===== config.mk =====
export PLATFORM = sky130hd
export DESIGN_NAME = rtc_snap_top
export DESIGN_NICKNAME = d
export VERILOG_FILES = /design/src/rtl/rtc_snap_pkg.sv /design/src/rtl/rtc_snap_prescaler.sv /design/src/rtl/rtc_snap_counter.sv /design/src/rtl/rtc_snap_regport.sv /design/src/rtl/rtc_snap_top.sv
export SDC_FILE = /design/constraint.sdc
export NUM_CORES = 1
export LEC_CHECK = 0
export ABC_AREA = 1
export BUFFER_PORTS_ARGS = -buffer_cell sky130_fd_sc_hd__buf_2
export CORE_MARGIN = 5
export CORE_UTILIZATION = 40
export CTS_BUF_LIST = sky130_fd_sc_hd__clkbuf_2 sky130_fd_sc_hd__clkbuf_4 sky130_fd_sc_hd__clkbuf_8
export DETAILED_ROUTE_END_ITERATION = 12
export PLACE_DENSITY_LB_ADDON = 0.15
export SYNTH_ARGS = -nofsm -noshare
export SYNTH_HDL_FRONTEND = slang
export SYNTH_HIERARCHICAL = 1
export SYNTH_SLANG_ARGS = --single-unit

===== constraint.sdc =====
create_clock -name clk -period 2.4 [get_ports clk]
set_clock_uncertainty 0.2 [all_clocks]
set_input_delay 0 -clock clk [delete_from_list [all_inputs] [get_ports clk]]
set_output_delay 0 -clock clk [all_outputs]
set_load 0.05 [all_outputs]

===== src/rtl/rtc_snap_pkg.sv =====
package rtc_snap_pkg;

    localparam int FIELD_COUNT = 7;
    localparam int ADDR_W      = $clog2(FIELD_COUNT);
    localparam logic [ADDR_W-1:0] LAST_ADDR = ADDR_W'(FIELD_COUNT - 1);

    typedef logic [7:0] bcd_t;

    // Field k of the vector lives at bits [8k +: 8]; seconds is field 0.
    typedef logic [FIELD_COUNT-1:0][7:0] time_vec_t;

    typedef struct packed {
        bcd_t year;
        bcd_t month;
        bcd_t date;
        bcd_t wday;
        bcd_t hour;
        bcd_t min;
        bcd_t sec;
    } rtc_time_t;

    localparam rtc_time_t RESET_TIME = '{
        year: 8'h00, month: 8'h01, date: 8'h01, wday: 8'h01,
        hour: 8'h00, min: 8'h00, sec: 8'h00
    };

    function automatic bcd_t bcd_inc(bcd_t v);
        if (v[3:0] >= 4'd9) return {v[7:4] + 4'd1, 4'd0};
        return {v[7:4], v[3:0] + 4'd1};
    endfunction

    // Divisible by 4 for two BCD digits: even tens digit with units 0/4/8,
    // or odd tens digit with units 2/6.
    function automatic logic is_leap(bcd_t year);
        if (year[4]) return (year[3:0] == 4'd2) || (year[3:0] == 4'd6);
        return (year[3:0] == 4'd0) || (year[3:0] == 4'd4) || (year[3:0] == 4'd8);
    endfunction

    function automatic bcd_t month_last_day(bcd_t month, bcd_t year);
        case (month)
            8'h02:                     return is_leap(year) ? 8'h29 : 8'h28;
            8'h04, 8'h06, 8'h09, 8'h11: return 8'h30;
            default:                   return 8'h31;
        endcase
    endfunction

    function automatic rtc_time_t advance_second(rtc_time_t t);
        rtc_time_t n = t;
        if (t.sec < 8'h59) begin
            n.sec = bcd_inc(t.sec);
        end else begin
            n.sec = 8'h00;
            if (t.min < 8'h59) begin
                n.min = bcd_inc(t.min);
            end else begin
                n.min = 8'h00;
                if (t.hour < 8'h23) begin
                    n.hour = bcd_inc(t.hour);
                end else begin
                    n.hour = 8'h00;
                    n.wday = (t.wday >= 8'h07) ? 8'h01 : bcd_inc(t.wday);
                    if (t.date < month_last_day(t.month, t.year)) begin
                        n.date = bcd_inc(t.date);
                    end else begin
                        n.date = 8'h01;
                        if (t.month < 8'h12) begin
                            n.month = bcd_inc(t.month);
                        end else begin
                            n.month = 8'h01;
                            n.year  = (t.year >= 8'h99) ? 8'h00 : bcd_inc(t.year);
                        end
                    end
                end
            end
        end
        return n;
    endfunction

    function automatic logic [ADDR_W-1:0] ptr_next(logic [ADDR_W-1:0] p);
        return (p >= LAST_ADDR) ? '0 : p + 1'b1;
    endfunction

endpackage


===== src/rtl/rtc_snap_prescaler.sv =====
module rtc_snap_prescaler #(
    parameter int PRESCALE = 32768
) (
    input  logic clk,
    input  logic rst,
    input  logic osc_tick,
    input  logic clear,
    output logic sec_pulse,
    output logic phase_zero
);
    localparam int CW = (PRESCALE > 1) ? $clog2(PRESCALE) : 1;
    localparam logic [CW-1:0] LAST = CW'(PRESCALE - 1);

    logic [CW-1:0] phase_q;

    assign sec_pulse  = osc_tick && (phase_q == LAST) && !clear;
    assign phase_zero = (phase_q == '0);

    always_ff @(posedge clk) begin
        if (rst || clear) begin
            phase_q <= '0;
        end else if (osc_tick) begin
            phase_q <= (phase_q == LAST) ? '0 : phase_q + 1'b1;
        end
    end
endmodule


===== src/rtl/rtc_snap_counter.sv =====
module rtc_snap_counter
    import rtc_snap_pkg::*;
(
    input  logic      clk,
    input  logic      rst,
    input  logic      sec_pulse,
    input  logic      load_en,
    input  time_vec_t load_val,
    output time_vec_t cnt_q
);
    rtc_time_t cur;
    rtc_time_t nxt;

    assign cur = rtc_time_t'(cnt_q);
    assign nxt = advance_second(cur);

    always_ff @(posedge clk) begin
        if (rst) begin
            cnt_q <= time_vec_t'(RESET_TIME);
        end else if (load_en) begin
            cnt_q <= load_val;
        end else if (sec_pulse) begin
            cnt_q <= time_vec_t'(nxt);
        end
    end
endmodule


===== src/rtl/rtc_snap_regport.sv =====
module rtc_snap_regport
    import rtc_snap_pkg::*;
(
    input  logic              clk,
    input  logic              rst,
    input  logic              xfer_start,
    input  logic              xfer_stop,
    input  logic              addr_set,
    input  logic [ADDR_W-1:0] addr_in,
    input  logic              rd_strobe,
    input  logic              wr_strobe,
    input  logic [7:0]        wr_data,
    input  time_vec_t         cnt_time,
    output logic [7:0]        rd_data,
    output logic              load_en,
    output time_vec_t         load_val,
    output time_vec_t         vis_q,
    output logic              open_q,
    output logic [ADDR_W-1:0] ptr_q
);
    logic                   wr_take;
    logic [FIELD_COUNT-1:0] mask_q;
    time_vec_t              stage_q;

    assign wr_take = wr_strobe && open_q;
    assign load_en = xfer_stop && open_q && (|mask_q);
    assign rd_data = vis_q[ptr_q];

    always_ff @(posedge clk) begin
        if (rst) begin
            open_q <= 1'b0;
        end else if (xfer_stop) begin
            open_q <= 1'b0;
        end else if (xfer_start) begin
            open_q <= 1'b1;
        end
    end

    always_ff @(posedge clk) begin
        if (rst) begin
            ptr_q <= '0;
        end else if (addr_set) begin
            ptr_q <= (addr_in > LAST_ADDR) ? '0 : addr_in;
        end else if (rd_strobe || wr_take) begin
            ptr_q <= ptr_next(ptr_q);
        end
    end

    for (genvar i = 0; i < FIELD_COUNT; i++) begin : g_field
        always_ff @(posedge clk) begin
            if (rst) begin
                mask_q[i]  <= 1'b0;
                stage_q[i] <= '0;
            end else if (xfer_stop) begin
                mask_q[i]  <= 1'b0;
            end else if (wr_take && (ptr_q == ADDR_W'(i))) begin
                mask_q[i]  <= 1'b1;
                stage_q[i] <= wr_data;
            end
        end
        assign load_val[i] = mask_q[i] ? stage_q[i] : cnt_time[i];
    end

    always_ff @(posedge clk) begin
        if (rst) begin
            vis_q <= time_vec_t'(RESET_TIME);
        end else if (load_en) begin
            vis_q <= load_val;
        end else if (!open_q) begin
            vis_q <= cnt_time;
        end
    end
endmodule


===== src/rtl/rtc_snap_top.sv =====
module rtc_snap_top
    import rtc_snap_pkg::*;
#(
    parameter int PRESCALE = 32768
) (
    input  logic       clk,
    input  logic       rst,
    input  logic       osc_tick,
    input  logic       xfer_start,
    input  logic       xfer_stop,
    input  logic       addr_set,
    input  logic [2:0] addr_in,
    input  logic       rd_strobe,
    input  logic       wr_strobe,
    input  logic [7:0] wr_data,
    output logic [7:0] rd_data
);
    logic              sec_pulse;
    logic              phase_zero;
    logic              load_en;
    time_vec_t         load_val;
    time_vec_t         cnt_time;
    time_vec_t         vis_time;
    logic              open_q;
    logic [ADDR_W-1:0] ptr_q;

    rtc_snap_prescaler #(.PRESCALE(PRESCALE)) u_pre (
        .clk       (clk),
        .rst       (rst),
        .osc_tick  (osc_tick),
        .clear     (load_en),
        .sec_pulse (sec_pulse),
        .phase_zero(phase_zero)
    );

    rtc_snap_counter u_cnt (
        .clk      (clk),
        .rst      (rst),
        .sec_pulse(sec_pulse),
        .load_en  (load_en),
        .load_val (load_val),
        .cnt_q    (cnt_time)
    );

    rtc_snap_regport u_port (
        .clk       (clk),
        .rst       (rst),
        .xfer_start(xfer_start),
        .xfer_stop (xfer_stop),
        .addr_set  (addr_set),
        .addr_in   (addr_in),
        .rd_strobe (rd_strobe),
        .wr_strobe (wr_strobe),
        .wr_data   (wr_data),
        .cnt_time  (cnt_time),
        .rd_data   (rd_data),
        .load_en   (load_en),
        .load_val  (load_val),
        .vis_q     (vis_time),
        .open_q    (open_q),
        .ptr_q     (ptr_q)
    );
endmodule


Yosys cells after proc, flatten, opt, wreduce, memory -nomap -nowiden
Cells that the tools add are included.

storage, ports and cells
  flip-flop bits (word level) = 194
  input bits = 19
  output and inout bits = 8
  word-level logic and storage cells = 235

operators by class
  $add $sub $neg = 16
  magnitude comparators = 17
  equality and inequality tests = 27
  muxes and demuxes = 90
  bitwise gates (word level) = 1
  reductions and logical operators = 46

operator list
  cell                     number
  $mux W8                  33
  $mux W56                 4
  $add A4 B1 Y4 const B    14
  $mux W48                 1
  $mux W1                  42
  $mux W40                 1
  $mux W32                 1
  $ge A4 B4 Y1 const B     7
  $bmux W8 S3              1
  $reduce_and A2 Y1        9
  $eq A8 B3 Y1 const B     2
  $lt A8 B7 Y1 const B     2
  $mux W16                 1
  $pmux W8 S2              1
  $add A15 B1 Y15 const B  1
  $eq A15 B15 Y1 const B   1
  $mux W15                 1
  $ne A3 B3 Y1 const B     5
  $reduce_and A5 Y1        3
  $logic_and A1 B1 Y1      12
  $mux W3                  4
  $ne A2 B2 Y1 const B     6
  $reduce_and A6 Y1        2
  $eq A3 B3 Y1 const B     3
  other kinds (30)         40

Longest topological paths before layout
  depth in word-level cells = 29
  mapped depth = 18
  gate-level depth less buffers = 18

Cells and area by module
Netlist, hierarchy kept.

by module, submodules not included
  module              instances  cells an instance  area each (µm²)  seq. area each (µm²)
  rtc_snap_regport    1          999                6668.9           2462.4
  rtc_snap_counter    1          552                3867.5           1121.1
  rtc_snap_prescaler  1          131                859.6            300.3

Least setup slack after synthesis
OpenSTA, ideal clock, no wires.

  path type = register to register
  start point = register u_port.mask_q[5]
  end point = register u_cnt/cnt_q[40] (netlist bit)
  setup time = 0.123 ns
  data arrival time = 2.214 ns
  data required time = 2.077 ns
  setup slack = -0.137 ns
  cell stages (with the launch flop) = 18
  buffers on the path = 3
  clock period less this slack = 2.537 ns
  cells stage by stage = dfxtp_1 > buf_6 > inv_6 > nand2_2 > nor2_4 > nand2_4 > nand2_4 > buf_8 > inv_1 > nor3_1 > nor2_1 > inv_1 > nand2_4 > nor2_8 > buf_6 > nand2_2 > a21oi_1 > o21ai_0

on the way
  longest elaborated chain between the ends = 6
  elaborated cells between the ends (all ways) = 12
  those cells by class = 4 x eq/ne; 2 x mux; 6 x reduce/logical

ends and longest elaborated chain
  item                             line                      RTL
  start, declared                  rtc_snap_regport.sv:22    logic [FIELD_COUNT-1:0] mask_q;
  start signal, assigned by index  rtc_snap_regport.sv:52    mask_q[i] <= 1'b0;
  start signal, assigned by index  rtc_snap_regport.sv:55    mask_q[i] <= 1'b0;
  start signal, assigned by index  rtc_snap_regport.sv:57    mask_q[i] <= 1'b1;
  $reduce_or A7 Y1                 rtc_snap_regport.sv:26    assign load_en = xfer_stop && open_q && (|mask_q);
  $logic_and A1 B1 Y1              rtc_snap_regport.sv:26
  via load_en                      rtc_snap_top.sv:20        logic load_en;
  $logic_not A1 Y1                 rtc_snap_prescaler.sv:16  assign sec_pulse = osc_tick && (phase_q == LAST) && !clear;
  $logic_and A1 B1 Y1              rtc_snap_prescaler.sv:16
  via sec_pulse                    rtc_snap_top.sv:18        logic sec_pulse;
  $reduce_bool A2 Y1 (no line)     n/a
  $reduce_and A5 Y1 (no line)      n/a
  end signal, assigned             rtc_snap_counter.sv:19    cnt_q <= time_vec_t'(RESET_TIME);
  end signal, assigned             rtc_snap_counter.sv:21    cnt_q <= load_val;
  end signal, assigned             rtc_snap_counter.sv:23    cnt_q <= time_vec_t'(nxt);
  end, declared                    rtc_snap_counter.sv:9     output time_vec_t cnt_q

The timed path passes the listed nets, and every way through them passes these cells.
A chain may end at the register's enable or synchronous reset.

Worst setup path after layout
  start point = register u_cnt/cnt_q[40] (netlist bit)
  end point = register u_cnt/cnt_q[55] (netlist bit)

on the way
  longest elaborated chain between the ends = 9
  elaborated cells between the ends (all ways) = 15
  those cells by class = 2 x order compare; 7 x eq/ne; 4 x mux; 2 x reduce/logical

ends and longest elaborated chain
  item                                  line                RTL
  $eq A8 B3 Y1 (tied with other cells)  rtc_snap_pkg.sv:40  case (month)
  $reduce_or A4 Y1                      rtc_snap_pkg.sv:40
  $pmux W8 S2                           rtc_snap_pkg.sv:40
  $mux W8                               rtc_snap_pkg.sv:57  if (t.hour < 8'h23) begin
  $mux W8                               rtc_snap_pkg.sv:53  if (t.min < 8'h59) begin
  $mux W8                               rtc_snap_pkg.sv:49  if (t.sec < 8'h59) begin
  $lt A8 B8 Y1                          rtc_snap_pkg.sv:62  if (t.date < month_last_day(t.month, t.year)) begin
  $ne A2 B2 Y1 (no line)                n/a
  $reduce_and A7 Y1 (no line) *         n/a

Every way passes the cells marked *; elsewhere a longest branch is shown, timed or not. The select of a mux whose other input is x is not followed.

==> summary.txt <==
GRT
  – Vias in the first global route: 10,072
  – M1 GR Usage: 0.312
  – Busiest grt layer: met2
  – Total grt overflow: 0
  – Met3 GRT Util: 0.0386
  – Largest net degree at the start of global routing: 67
  – GRT Total Usage: 0.214
  – GRT met2 Usage: 0.326
  – First-pass GRT wire length: 53,800 um
  – Initial antenna violation count: 0

Logic synthesis
  – Warnings, synthesis: 6
  – Syn nets: 1,744
  – Cell Area, Synth: 0.0114 mm^2
  – Cells after Synth: 1,676
  – Synth Area per Inst: 6.78 um^2

Routing
  – First-pass DRT Iterations: 5
  – DR vias: 10,912
  – Avg Vias per Cell: 5.06
  – Initial drt markers: 937
  – Antenna viol nets, final: 0
  – Drt wl/cell: 15.7 um
  – # DRC: 0
  – Total Wirelength: 33,900 um

Floorplanning
  – Die width: 179 um
  – Core ar.: 0.0279 mm^2
  – Boundary pin count: 27
  – Die height: 179 um
  – Initial Util: 0.407
  – Standard-cell rows: 61
  – Die Area: 0.0319 mm^2

Placement
  – Detailed placer's ending HPWL: 23,900 um
  – Port Buffers: 26
  – GPL Wtd Cong: 0.860
  – Placed Instance Area: 0.0123 mm^2

CTS
  – Worst skew pair latency: 0.48 ns
  – Clk slew on worst S/H paths: 0.11 ns
  – CTS tree: done
  – CTS max path bufs: 2
  – CTS root buf: clkbuf_8
  – CTS Sinks: 194
  – H-tree level count: 4
  – CTS Buf Count: 17

Setup path
  – Crit path cell chain: inv_4, ha_4, inv_1, nand2_1, nand2_1, nand2_1, nand2_1, nand2_2, nor2_1, ha_2, a2111oi_4, nand2_4, buf_12, nand4_4, nand2_1, nand2_1, nor2_1
  – Max FO, Critical Path: 8
  – Reg2Reg Depth: 17
  – Flop2flop setup slack: -0.03 ns
  – CP Class: register to register
  – Reg2reg end: u_cnt/cnt_q[55]
  – Worst Setup End Kind: register
  – Worst r2r src: u_cnt/cnt_q[40]
  – CP peak stage delay: 0.39 ns
  – Critical Path RT: 2.58 ns
  – CP dominant cell by count: nand2_1
  – Worst path arrival time: 2.60 ns
  – Slowest CP cell: a2111oi_4
  – Startpoint Class: register

Cells and area
  – Share of cells above drive strength 1: 0.169
  – Commonest non-fill, non-tap cell in the layout: nand2_1
  – Most frequent cells in the layout: nand2_1 (382), dfxtp_1 (188), inv_1 (186)
  – Post-route cell area: 0.0132 mm^2
  – Layout area overhead: 15.8%
  – Final core occ: 0.471
  – # diodes: 0
  – Nets: 1,834

STA
  – RSZ-0062 raised after global routing: yes
  – Final min period: 2.43 ns
  – Period utilisation layout: 1.01
  – Actual slew at the worst max-slew pin: 0.773 ns
  – Slew Limit Fails: 0
  – Slew HR: 0.484
  – Worst hold margin: 0.143 ns
  – Final Hold Vio Count: 0
  – Final WS setup: -0.0255 ns
  – Achievable Freq: 412 MHz
  – Setup-failing EPs final: 10

Hold path
  – Hold Crit Endpoint: u_pre/phase_q[1]
  – Hold Startpoint: osc_tick
  – Worst hold path class: input port to register
  – Hold Path Depth: 3

Power and ir drop
  – Lkg Pwr: 5.49 nW
  – VDD IR max: 304 uV
  – Power Density: 459 mW/mm^2

Job
  – Max-capacitance violation count: 0

Outcome
  – Status: finished, violations left
  – Failing checks: negative setup slack
## layout make-up
cell class / instances / area [um^2]
repair buffers: 147 / 1160
flip-flops and latches: 194 / 3900
clock inverters: 14 / 166
clock buffers: 18 / 241
inverters: 205 / 798
well taps: 378 / 473
fillers: 2934 / 14800
multi-input cells: 1201 / 6420
## how the worst max path moves through the flow
stage	end	depth (start not counted)	startpoint	slack (ns)
final	u_cnt/cnt_q[55]	17	u_cnt/cnt_q[40]	-0.03
after global routing	u_cnt/cnt_q[55]	17	u_cnt/cnt_q[40]	-0.18
after CTS	u_cnt/cnt_q[27]	15	u_port/mask_q[5]	0.003
after detailed placement	u_cnt/cnt_q[36]	16	u_cnt/cnt_q[40]	-0.09
after global placement	u_cnt/cnt_q[39]	16	u_cnt/cnt_q[40]	-0.04
after floorplan	u_cnt/cnt_q[40]	17	u_port/mask_q[5]	-0.01
## routing by layer
layer,routed length [um],up-vias
met5,0,-
met4,491,0
li1,-,5601
met1,17000,4991
met2,14600,291
met3,1840,29
## sequential cells by signal, indices dropped and copies added (netlist names)
| name | cells |
|---|---|
| u_cnt/cnt_q | 56 |
| u_port/mask_q | 7 |
| u_port/open_q | 1 |
| u_port/ptr_q | 3 |
| u_port/stage_q | 56 |
| u_port/vis_q | 56 |
| u_pre/phase_q | 15 |
## stage by stage
| stage | setup TNS (ns) | setup slack (ns) | cells | total power [W] |
|---|---|---|---|---|
| after floorplan | -0.0115 | -0.0115 | 1676 | 0.00364 |
| after global placement | -0.181 | -0.0446 | 2096 | 0.00383 |
| after detailed placement | -0.446 | -0.0940 | 2096 | 0.00383 |
| after CTS | 0 | 0.00273 | 2154 | 0.00610 |
| after global routing | -3.45 | -0.180 | 2157 | 0.00628 |
| final | -0.145 | -0.0255 | 2157 | 0.00604 |
## critical path: cells and delay by family, from the launching register on
kind	cells	cell delay [ns]
fa+ha+maj	2	0.31
simple gates	11	0.73
flops	1	0.38
buf+inv	3	0.30
compound gates	1	0.39
## timing repair
item / in CTS / in global routing
endpoints found under the hold margin: 154 / 0
hold buffers: 23 / 0
endpoints found under the setup margin: 14 / 45
gates resized for setup: 6 / 44
pin swaps: 4 / 15
setup buffers: 3 / 3
## power breakdown
group	switching, W	internal [W]
clock network	0.00136	0.000892
logic	0.000384	0.000161
registers	0.0000144	0.00323
Power figures use the tool's default switching activity.
